File: config.mk
export PLATFORM = sky130hd
export DESIGN_NAME = pdl_top
export DESIGN_NICKNAME = d
export VERILOG_FILES = /design/src/rtl/pdl_pkg.sv /design/src/rtl/pdl_tracker.sv /design/src/rtl/pdl_lockq.sv /design/src/rtl/pdl_top.sv
export SDC_FILE = /design/constraint.sdc
export NUM_CORES = 1
export LEC_CHECK = 0
export CORE_ASPECT_RATIO = 1.25
export CORE_UTILIZATION = 59
export DETAILED_ROUTE_END_ITERATION = 16
export PLACE_DENSITY = 0.81
export SYNTH_ARGS = -nofsm -noshare
export SYNTH_HDL_FRONTEND = slang
export SYNTH_SLANG_ARGS = --single-unit
File: constraint.sdc
create_clock -name clk -period 3 [get_ports clk]
set_input_delay 0.3 -clock clk [delete_from_list [all_inputs] [get_ports clk]]
set_output_delay 0.3 -clock clk [all_outputs]
set_load 0.03 [all_outputs]
File: src/rtl/pdl_pkg.sv
package pdl_pkg;

    localparam int unsigned NCH = 2;

    typedef enum logic [1:0] {
        PD_IDLE,
        PD_RLEAD,
        PD_PLEAD,
        PD_ALIGN
    } pd_state_t;

    typedef enum logic {
        LK_HUNT,
        LK_HELD
    } lk_state_t;

endpackage

File: src/rtl/pdl_tracker.sv
module pdl_tracker
    import pdl_pkg::*;
#(
    parameter int unsigned CNT_W = 6
) (
    input  logic             clk,
    input  logic             rst_n,
    input  logic             sleep,
    input  logic             fr,
    input  logic             fp,
    input  logic             pol,
    output logic             up,
    output logic             dn,
    output logic             done,
    output logic [CNT_W-1:0] err
);

    localparam logic [CNT_W-1:0] CNT_MAX = {CNT_W{1'b1}};

    pd_state_t        state, nxt;
    logic             fr_q, fp_q;
    logic             fr_e, fp_e;
    logic [CNT_W-1:0] cnt;
    logic             lead_r, lead_p;

    assign fr_e = fr & ~fr_q;
    assign fp_e = fp & ~fp_q;

    always_ff @(posedge clk or negedge rst_n) begin
        if (!rst_n) begin
            fr_q <= 1'b0;
            fp_q <= 1'b0;
        end else begin
            fr_q <= fr;
            fp_q <= fp;
        end
    end

    // state register
    always_ff @(posedge clk or negedge rst_n) begin
        if (!rst_n)     state <= PD_IDLE;
        else if (sleep) state <= PD_IDLE;
        else            state <= nxt;
    end

    // transitions
    always_comb begin
        nxt = state;
        unique case (state)
            PD_IDLE, PD_ALIGN: begin
                if (fr_e && fp_e) nxt = PD_ALIGN;
                else if (fr_e)    nxt = PD_RLEAD;
                else if (fp_e)    nxt = PD_PLEAD;
                else              nxt = PD_IDLE;
            end
            PD_RLEAD: if (fp_e) nxt = PD_ALIGN;
            PD_PLEAD: if (fr_e) nxt = PD_ALIGN;
        endcase
    end

    // error counter and completion strobe
    always_ff @(posedge clk or negedge rst_n) begin
        if (!rst_n) begin
            cnt  <= '0;
            done <= 1'b0;
            err  <= '0;
        end else if (sleep) begin
            cnt  <= '0;
            done <= 1'b0;
            err  <= '0;
        end else begin
            done <= 1'b0;
            unique case (state)
                PD_IDLE, PD_ALIGN: begin
                    if (fr_e && fp_e) begin
                        done <= 1'b1;
                        err  <= '0;
                        cnt  <= '0;
                    end else if (fr_e || fp_e) begin
                        cnt <= CNT_W'(1);
                    end
                end
                PD_RLEAD, PD_PLEAD: begin
                    if ((state == PD_RLEAD && fp_e) || (state == PD_PLEAD && fr_e)) begin
                        done <= 1'b1;
                        err  <= cnt;
                        cnt  <= '0;
                    end else if (cnt != CNT_MAX) begin
                        cnt <= cnt + CNT_W'(1);
                    end
                end
            endcase
        end
    end

    // outputs
    always_comb begin
        lead_r = 1'b0;
        lead_p = 1'b0;
        unique case (state)
            PD_IDLE:  ;
            PD_RLEAD: lead_r = 1'b1;
            PD_PLEAD: lead_p = 1'b1;
            PD_ALIGN: begin
                lead_r = 1'b1;
                lead_p = 1'b1;
            end
        endcase
        up = ~sleep & (pol ? lead_r : lead_p);
        dn = ~sleep & (pol ? lead_p : lead_r);
    end

endmodule

File: src/rtl/pdl_lockq.sv
module pdl_lockq
    import pdl_pkg::*;
#(
    parameter int unsigned CNT_W      = 6,
    parameter int unsigned LOCK_WIN   = 4,
    parameter int unsigned UNLOCK_WIN = 8,
    parameter int unsigned LOCK_RUN   = 3
) (
    input  logic             clk,
    input  logic             rst_n,
    input  logic             sleep,
    input  logic             done,
    input  logic [CNT_W-1:0] err,
    output logic             held
);

    localparam int unsigned      RUN_W   = $clog2(LOCK_RUN + 1);
    localparam logic [CNT_W-1:0] LW      = CNT_W'(LOCK_WIN);
    localparam logic [CNT_W-1:0] UW      = CNT_W'(UNLOCK_WIN);
    localparam logic [RUN_W-1:0] RUN_END = RUN_W'(LOCK_RUN - 1);

    lk_state_t        state, nxt;
    logic [RUN_W-1:0] run, run_nxt;
    logic             good, bad;

    assign good = done && (err <= LW);
    assign bad  = done && (err >= UW);

    // state register
    always_ff @(posedge clk or negedge rst_n) begin
        if (!rst_n) begin
            state <= LK_HUNT;
            run   <= '0;
        end else if (sleep) begin
            state <= LK_HUNT;
            run   <= '0;
        end else begin
            state <= nxt;
            run   <= run_nxt;
        end
    end

    // transitions
    always_comb begin
        nxt     = state;
        run_nxt = run;
        unique case (state)
            LK_HUNT: begin
                if (good) begin
                    if (run == RUN_END) begin
                        nxt     = LK_HELD;
                        run_nxt = '0;
                    end else begin
                        run_nxt = run + RUN_W'(1);
                    end
                end else if (done) begin
                    run_nxt = '0;
                end
            end
            LK_HELD: begin
                if (bad) begin
                    nxt     = LK_HUNT;
                    run_nxt = '0;
                end
            end
        endcase
    end

    // outputs
    always_comb begin
        unique case (state)
            LK_HUNT: held = 1'b0;
            LK_HELD: held = 1'b1;
        endcase
    end

endmodule

File: src/rtl/pdl_top.sv
module pdl_top
    import pdl_pkg::*;
#(
    parameter int unsigned CNT_W      = 6,
    parameter int unsigned LOCK_WIN   = 4,
    parameter int unsigned UNLOCK_WIN = 8,
    parameter int unsigned LOCK_RUN   = 3
) (
    input  logic           clk,
    input  logic           rst_n,
    input  logic [NCH-1:0] fr_i,
    input  logic [NCH-1:0] fp_i,
    input  logic [NCH-1:0] pol_i,
    input  logic [NCH-1:0] sleep_i,
    input  logic           lds_i,
    input  logic [1:0]     tsel_i,
    output logic [NCH-1:0] pump_up_o,
    output logic [NCH-1:0] pump_dn_o,
    output logic           mon_o
);

    logic [NCH-1:0]            done_w;
    logic [NCH-1:0][CNT_W-1:0] err_w;
    logic [NCH-1:0]            held_w;
    logic [NCH-1:0]            lock_rep;
    logic                      mon_sel;

    for (genvar g = 0; g < NCH; g++) begin : g_ch
        pdl_tracker #(.CNT_W(CNT_W)) u_trk (
            .clk   (clk),
            .rst_n (rst_n),
            .sleep (sleep_i[g]),
            .fr    (fr_i[g]),
            .fp    (fp_i[g]),
            .pol   (pol_i[g]),
            .up    (pump_up_o[g]),
            .dn    (pump_dn_o[g]),
            .done  (done_w[g]),
            .err   (err_w[g])
        );

        pdl_lockq #(
            .CNT_W      (CNT_W),
            .LOCK_WIN   (LOCK_WIN),
            .UNLOCK_WIN (UNLOCK_WIN),
            .LOCK_RUN   (LOCK_RUN)
        ) u_lk (
            .clk   (clk),
            .rst_n (rst_n),
            .sleep (sleep_i[g]),
            .done  (done_w[g]),
            .err   (err_w[g]),
            .held  (held_w[g])
        );

        assign lock_rep[g] = held_w[g] | sleep_i[g];
    end

    assign mon_sel = tsel_i[1] ? fp_i[tsel_i[0]] : fr_i[tsel_i[0]];
    assign mon_o   = lds_i ? mon_sel : (&lock_rep);

endmodule

**Word level (Yosys, flattened, before mapping)**

Cells that the tools add are included.

- Multiplexer cells: 80
- Magnitude comparators: 5
- Add/sub/neg operators: 4
- Eq/ne operators: 26
- Reductions and logical operators: 33
- Bitwise operators: 18

Operators by type and width:

| operator | number |
|---|---|
| two-way mux 6 bit | 16 |
| one-hot mux 6 bit (2 select lines) | 4 |
| two-way mux 2 bit | 22 |
| two-way mux 1 bit | 28 |
| inequality test 3 x 2 -> 1 bit, second input constant | 8 |
| AND reduction 2 bit | 9 |
| inequality test 4 x 2 -> 1 bit, second input constant | 4 |
| OR reduction 2 bit | 8 |
| adder 6 x 1 -> 6 bit, second input constant | 2 |
| equality test 2 bit, second input constant | 6 |
| >= comparator 6 x 4 -> 1 bit, second input constant | 2 |
| less-or-equal comparator 6 x 3 -> 1 bit, second input constant | 2 |
| inequality test 6 bit, second input constant | 2 |
| one-hot mux 1 bit (2 select lines) | 6 |
| one-hot mux 2 bit (3 select lines) | 2 |
| logical AND 1 bit | 10 |
| bitwise AND 1 bit | 8 |
| inequality test 4 x 3 -> 1 bit, second input constant | 2 |
| NOT 1 bit | 8 |
| one-hot mux 2 bit (2 select lines) | 2 |
| inequality test 3 bit, second input constant | 2 |
| adder 2 x 1 -> 2 bit, second input constant | 2 |
| equality test 2 x 1 -> 1 bit, second input constant | 2 |
| zero test 2 bit | 2 |
| 3 further kinds | 7 |

- Logic and storage cells: 182
- Bits in registers: 40
- Input port bits: 13
- Output and inout port bits: 5

**Longest topological paths before layout**

Gate-level depths: netlist of the first run.

- Word-level depth: 7
- Gate-level depth with buffers: 7
- Gate-level depth less buffers: 6

**Modules after synthesis**

From an unflattened synthesis of the first run, not the netlist that was laid out.

- Cells, all modules: 193
- Area total of the unflattened synthesis: 2143.3 um^2

By module, submodules not included:

| module | area each (um^2) | sequential area each (um^2) | instances | cells each |
|---|---|---|---|---|
| pdl_tracker | 879.6 | 425.4 | 2 | 79 |
| pdl_lockq | 168.9 | 75.1 | 2 | 16 |
| pdl_top | 46.3 | 0.0 | 1 | 3 |

**Least setup slack after synthesis of the first run**

No wires, ideal clock.

- Path type: register to register
- From: reg g_ch[1].u_trk.state[0]
- To: reg g_ch[1].u_trk.cnt[0]
- Stages on the path, launching flop included: 8
- Arrival time: 1860 ps
- Required time: 2872 ps
- Setup slack: 1012 ps
- Setup time: 128 ps
- Buffers on the path: 1
- Clock period less this slack: 1988 ps
- Path through: dfrtp_1 > inv_1 > ha_1 > buf_6 > or2_1 > a221o_1 > o21ai_2 > mux2_1

- Word-level cells in the longest chain between the ends: 6
- Elaborated cells between the ends (all ways): 15
- Those cells by class: eq/ne: 5; mux: 3; reduce/logical: 7

RTL lines:

| element | line | text |
|---|---|---|
| from (decl) | pdl_tracker.sv:20 | `pd_state_t state, nxt;` |
| from (signal assigned) | pdl_tracker.sv:43 | `else state <= nxt;` |
| equality test 2 x 1 -> 1 bit or equality test 2 bit (tied branches) | pdl_tracker.sv:73, pdl_tracker.sv:84 |  |
| logical AND 1 bit | pdl_tracker.sv:84 | `if ((state == PD_RLEAD && fp_e) \|\| (state == PD_PLEAD && fr_e)) begin` |
| logical OR 1 bit | pdl_tracker.sv:84 |  |
| two-way mux 6 bit | pdl_tracker.sv:84 |  |
| one-hot mux 6 bit (2 select lines) | pdl_tracker.sv:73 | `unique case (state)` |
| two-way mux 6 bit | pdl_tracker.sv:67 | `end else if (sleep) begin` |
| to (signal assigned) | pdl_tracker.sv:89 | `cnt <= cnt + CNT_W'(1);` |
| to (decl) | pdl_tracker.sv:23 | `logic [CNT_W-1:0] cnt;` |

Parallel ways exist; a longest one is shown, timed or not.
A chain may end at the register's enable or synchronous reset.

**Worst setup path in the final report of the first run**

- From: in sleep_i[0]
- To: out mon_o

- Word-level cells in the longest chain between the ends: 3

RTL lines:

| element | line | text |
|---|---|---|
| from (decl) | pdl_top.sv:14 | `input logic [NCH-1:0] sleep_i,` |
| bitwise OR 1 bit | pdl_top.sv:56 | `assign lock_rep[g] = held_w[g] \| sleep_i[g];` |
| AND reduction 2 bit | pdl_top.sv:60 | `assign mon_o = lds_i ? mon_sel : (&lock_rep);` |
| two-way mux 1 bit | pdl_top.sv:60 |  |
| to (decl) | pdl_top.sv:19 | `output logic mon_o` |

No other way between the ends.

==> results of run 1 <==
-- per-layer routing --
metal  global-route usage  share of wire  vias up  wire length (microns)
met2               0.4846           0.56       24                   2485
li1                     -              -      806                      -
met4              0.08401          0.013        0                     57
met3              0.05970          0.026        7                    113
met1               0.2834           0.40      827                   1756
met5                    0              0        -                      0
-- synth_stat cells, drive strengths merged, types with 5 or more instances --
master / instances / area [sq um]
dfrtp: 40 / 1001
nand3: 7 / 35.03
inv: 7 / 26.28
o21ai: 16 / 83.83
nor2: 14 / 52.55
nand4: 5 / 31.28
nand2: 8 / 30.03
a22o: 15 / 138.9
buf: 5 / 41.29
nor2b: 5 / 31.28
ha: 6 / 75.07
a21oi: 16 / 80.08
-- sequential cells by signal, summed over array words and instances (netlist names) --
| signal | flops |
|---|---|
| g_ch.u_trk.err | 12 |
| g_ch.u_trk.fr_q | 2 |
| g_ch.u_lk.run | 4 |
| g_ch.u_trk.fp_q | 2 |
| g_ch.u_lk.state | 2 |
| g_ch.u_trk.state | 4 |
| g_ch.u_trk.done | 2 |
| g_ch.u_trk.cnt | 12 |
-- worst max-delay path, stage by stage --
cell and delay (ns):
clkdlybuf4s50_1 0.69, o22ai_1 0.17, o21ai_0 0.23, clkdlybuf4s50_1 0.71
-- cell families (layout without fill, tap and decap cells) --
group | count (synthesis) | after routing
flip-flops | 40 | 40
buffers and inverters | 16 | 33
AO/OA/AOI/OAI | 72 | 72
AND/OR/NAND/NOR | 59 | 59
multiplexers | 8 | 8
adder cells (fa/ha/maj) | 6 | 6
-- placed cells by master, fill, tap and decap left out, drive strengths merged, types with 3 or more instances in the layout --
| master | count |
|---|---|
| nand3 | 7 |
| inv | 7 |
| mux2i | 4 |
| dfrtp | 40 |
| clkbuf | 8 |
| a21oi | 16 |
| ha | 6 |
| nor2 | 14 |
| nor2b | 5 |
| a22oi | 4 |
| a311oi | 4 |
| a41oi | 4 |
| and3 | 3 |
| o21ai | 16 |
| nand4 | 5 |
| and4bb | 3 |
| a22o | 15 |
| clkdlybuf4s50 | 16 |
| mux2 | 3 |
| nand2 | 8 |
-- power by group --
| group | switching, mW | total [mW] | internal (mW) |
|---|---|---|---|
| combinational | 0.390 | 0.659 | 0.268 |
| clock | 0.181 | 0.368 | 0.188 |
| sequential | 0.101 | 0.715 | 0.614 |
-- stage by stage --
| stage | total power [mW] | hold WS (ns) | cell area, sq um | instances |
|---|---|---|---|---|
| detailed placement | 1.376 | 0.4608 | 2303 | 249 |
| global placement | 1.319 | 0.4419 | 2303 | 249 |
| floorplan | 1.228 | 0.004409 | 2138 | 201 |
| CTS | 1.750 | 0.1401 | 2394 | 257 |
| finish | 1.742 | 0.1241 | 2394 | 257 |
| global route | 1.865 | 0.1881 | 2394 | 257 |
-- final timing paths --
check / endpoint / slack, ns / cells past startpoint
min in group clk: g_ch[0].u_trk.err[2] / 0.50 / 1
worst min register to register: g_ch[0].u_trk.err[2] / 0.50 / 1
max in group asynchronous: g_ch[1].u_trk.cnt[5] / 2.33 / 1
worst max-delay path: mon_o / 0.59 / 4
worst max register to register: g_ch[1].u_trk.cnt[0] / 0.86 / 6
worst min-delay path: g_ch[0].u_lk.run[0] / 0.12 / 1
-- area by class of cell --
class,instances,area share
Timing Repair Buffer,18,0.07214
Sequential cell,40,0.4182
Clock buffer,8,0.03764
Multi-Input combinational cell,145,0.4407
Inverter,7,0.01098
Tap cell,39,0.02039
==> impl_results.md, run 1 <==
- Outcome: completed
- Buffers on Ports: 17
- EDFF count, synth: 0
- Routed WL per cell: 17.17 microns
- Tcrit/Tclk final: 0.8030
- Number of global-route vias before repair: 1759
- Skew final: 0.006765 ns
- Synth unique cells: 45
- Post-CTS Resized: 0
- Setup crit start: sleep_i[0]
- Area occupied by multi-input gates: 1055 sq um
- Setup violations, final: 0
- Largest net degree at the start of global routing: 41
- Synth Area in XOR/XNOR: 0
- Clk_lat worst skew: 0.29 ns
- Final min period: 2.409 ns
- Die Area: 3870 sq um
- H-tree levels: 2
- Die X: 55.85 microns
- First-pass DRT Iterations: 4
- Share of cells above drive strength 1: 0.1284
- Hold-fix buffers, CTS: 0
- Fin. Hold Viols: 0
- HPWL Detailed: 3.267 mm
- Leak: 1.020 nW
- Synth warnings: 0
- Total track usage: 0.2584
- Kind of critical path: primary input to output pin
- Worst Hold Class: primary input to asynchronous set/reset pin
- CTS Sinks: 40
- CTS root buffer: clkbuf_8
- Cell Area, Synth: 2138 sq um
- GR Overflow Total: 0
- Critical Path AT: 2.11 ns
- Crit Reg-Reg Startpoint: g_ch[1].u_trk.state[0]
- Initial Utilization: 0.6139
- CP endpoint kind: output pin
- DR iter-0 viols: 46
- Core area: 3483 sq um
- Ys flop type: dfrtp_1
- Initial antenna violation count: 0
- Setup WS pre-CTS: 0.6016 ns
- Clock slew at reported path FFs: 0.07 ns
- Post-Syn Nets: 220
- TNS Setup: 0 ns
- Critical Path RT: 2.70 ns
- Ys async rst share: 1.000
- Nets@finish: 236
- CP startpoint kind: primary input
- Largest family of logic cells by synthesized area: compound AO/OA/AOI/OAI gates
- Setup ws final: 0.5909 ns
- Post-Route WL: 4.413 mm
- Syn_area_per_cell: 10.64 sq um
- Final Max Tran Viols: 0
- FILL cells: 271
- Die Ht: 69.31 microns
- GPL Wtd Cong: 0.7942
- RSZ-0062 raised after global routing: false
- Crit-path max FO: 11
- #FFs+latches synth: 40
- Number of diodes: 0
- DRC viols: 0
- Gate Count Post-Synth: 201
- Clk buf depth: 2
- DR vias/cell: 6.475
- Worst Max-Slew Pin Slew: 0.8780 ns
- Achievable Freq: 415.1 MHz
- Post-CTS Setup Bufs: 0
- Max-cap violations: 0
- # IOs: 18
- PD cells: 727.8 nW/um^2
- Synth Area in Simple Gates: 0.1586
- Sequential cell area: 1001 sq um
- Post-route ant nets: 0
- Sequential area share after synthesis: 0.4681
- Post-synthesis adder-cell area fraction: 0.03511
- Mux cell area share after synthesis: 0.04506
- TritonCTS Buffers: 5
- Compound-Gate Fraction of Synth Area: 0.2545
- Fin util: 0.6871
- CTS tree: yes
- Layout area overhead: 11.94%
- Core Rows: 24
- Vias: 1664
- Max-slew headroom: 0.4147
- VDD IR max: 702.6 uV
- First-pass GRT wire length: 7.797 mm
Power figures use the tool's default switching activity.
==> inputs of run 2 (changes only) <==
- CORE_UTILIZATION: 59 -> 57
- PLACE_DENSITY: 0.81 -> 0.79
- clock period: 3 -> 2.47 ns (I/O delays scaled with it)
==> impl_results.md, run 2 (synthesized netlist as in run 1, its figures left out) <==
- Die Ht: 70.48 microns (+1.7%)
- First-pass GRT wire length: 7.562 mm (-3.0%)
- Critical Path AT: 2.04 ns (-0.07 ns)
- Power Internal: 1.270 mW (+19%)
- Crit path largest cell delay: 0.60 ns (-0.11 ns)
- Initial Utilization: 0.6035 (-0.01040)
- Reg power frac: 0.414 (+0.004)
- Final min period: 2.289 ns
- Core area: 3543 sq um (+1.7%)
- Met3 wire length: 186 microns (+65%)
- Kind of critical path: primary input to output pin
- Crit path max-delay family: buffers and inverters
- Top Metal Used: met4
- Critical Path RT: 2.22 ns (-0.48 ns)
- Largest net degree at the start of global routing: 41 (unchanged)
- Leak: 1.027 nW (+0.71%)
- DR iter-0 viols: 78 (+70%)
- Buffers on Ports: 17 (unchanged)
- Psw: 0.8148 mW (+21%)
- Skew final: 0.006681 ns (-0.00008368 ns)
- Vias: 1694 (+1.8%)
- DRC viols: 0 (unchanged)
- GPL Wtd Cong: 0.8995 (+13%)
- CP most frequent cell: clkdlybuf4s50_1
- Worst Hold Class: primary input to asynchronous set/reset pin
- Post-CTS Setup Bufs: 0 (unchanged)
- Achievable Freq: 436.9 MHz
- Largest regs: g_ch.u_trk.cnt: 12 flops, g_ch.u_trk.err: 12 flops
- Clock network power share: 0.204 (-0.007)
- PD cells: 869.3 nW/um^2 (+19%)
- Clk buf depth: 2 (unchanged)
- Post-Route WL: 4.353 mm (-1.4%)
- Share of cells above drive strength 1: 0.1416 (+0.01311)
- Fin. Hold Viols: 0 (unchanged)
- Crit path buf inv count: 2 (unchanged)
- Critical-path top delay cell: clkdlybuf4s50_1
- Crit-path max FO: 6 (-5)
- Total track usage: 0.2448 (-0.01360)
- Detailed route wirelength on metal2: 2.333 mm (-6.1%)
- Core Rows: 24 (unchanged)
- Number of diodes: 0 (unchanged)
- Switch share: 0.3908 (+0.005167)
- Tcrit/Tclk final: 0.9267
- Hold WS: 0.06024 ns (-0.06381 ns)
- Setup violations, final: 0 (unchanged)
- CTS root buffer: clkbuf_8
- Max-cap violations: 0 (unchanged)
- CTS Sinks: 40 (unchanged)
- VDD IR max: 646.9 uV (-7.9%)
- First-pass DRT Iterations: 4 (unchanged)
- Max-slew headroom: 0.4264 (+0.01172)
- Final Max Tran Viols: 0 (unchanged)
- Number of global-route vias before repair: 1721 (-2.2%)
- H-tree levels: 2 (unchanged)
- TNS Setup: 0 ns (unchanged)
- Cell Chain, Critical Path: clkdlybuf4s50_1 -> mux4_2 -> nand2_1 -> o21ai_0 -> clkdlybuf4s50_1
- Routed WL per cell: 16.87 microns (-1.7%)
- TritonCTS Buffers: 5 (unchanged)
- Nets@finish: 237 (+0.42%)
- Post-route ant nets: 0 (unchanged)
- Worst Max-Slew Pin Slew: 0.8604 ns (-0.01758 ns)
- Outcome: completed
- Die Area: 4002 sq um (+3.4%)
- Clk_lat worst skew: 0.29 ns (about the same)
- DR vias/cell: 6.566 (+1.4%)
- CTS tree: yes
- Die X: 56.78 microns (+1.7%)
- RSZ-0062 raised after global routing: false
- # IOs: 18 (unchanged)
- WL met1: 1.720 mm (-2.1%)
- Layout area overhead: 12.17%
- Post-CTS Resized: 0 (unchanged)
- HPWL Detailed: 3.229 mm (-1.2%)
- Commonest non-fill, non-tap cell in the layout: dfrtp_1
- Clock slew at reported path FFs: 0.08 ns (about the same)
- Hold-fix buffers, CTS: 0 (unchanged)
- GR Overflow Total: 0 (unchanged)
- Most frequent cells in the layout: dfrtp_1 (40), a21oi_1 (16), clkdlybuf4s50_1 (16)
- Combinational power share: 0.382 (+0.004)
- CP endpoint kind: output pin
- CP startpoint kind: primary input
- Initial antenna violation count: 0 (unchanged)
run 2: changes by cell type in the layout (fill, tap and decap cells not counted):
cell	delta
buf_4	+1
clkbuf_1	-2
clkbuf_8	-1
clkinv_2	+2
clkinv_4	+1
run 2: stage by stage:
step           power (mW)  cells  instance area [sq um]  worst slack (ns)  utilization
2_1_floorplan       1.492    201                   2138            0.4821            -
3_3_place_gp        1.608    250                   2311            0.2140       0.6522
3_5_place_dp        1.665    250                   2311            0.2012       0.6522
4_1_cts             2.096    258                   2399            0.2009       0.6769
5_1_grt             2.234    258                   2399            0.1418       0.6769
6_report            2.085    258                   2399            0.1812       0.6769
run 2: layout make-up:
class	count	area, sq um
timing repair buffer	19	180.2
tap	39	48.80
clock buffer	5	68.82
sequential	40	1001
inverter	7	26.28
fill	282	1145
clock inverter	3	18.77
multi-input combinational	145	1055
run 2: power groups by stage:
stage	clock (mW)	combinational, mW	sequential, mW
floorplan	0	0.648	0.844
global placement	0	0.744	0.864
detailed placement	0	0.790	0.875
CTS	0.442	0.793	0.861
global route	0.460	0.895	0.880
finish	0.426	0.796	0.863
run 2: worst register-to-register path: cells and delay by family, from the launching register on:
family          cells  cell delay, ns
compound gates      2            0.78
fa+ha+maj           1            0.46
flops               1            0.41
simple gates        1            0.26
mux                 1            0.15
buf+inv             1            0.06
run 2: per-layer routing:
metal	vias to the layer above	global-route usage
met1	820	0.2688
met4	0	0.1247
met2	59	0.4392
met3	9	0.05000
li1	806	-
met5	-	0
run 2: final timing paths:
path                                         from                    to  slack, ns  depth (start not counted)
setup / recovery                          fr_i[1]                 mon_o       0.18                          5
hold / removal                              rst_n  g_ch[0].u_trk.err[4]       0.06                          1
setup reg to reg           g_ch[1].u_trk.state[0]  g_ch[1].u_trk.cnt[0]       0.30                          6
hold reg to reg              g_ch[0].u_trk.err[0]  g_ch[0].u_trk.err[0]       0.51                          1
max in group asynchronous                   rst_n    g_ch[1].u_trk.done       1.87                          1
min in group clk                          fr_i[0]    g_ch[0].u_trk.fr_q       0.48                          1
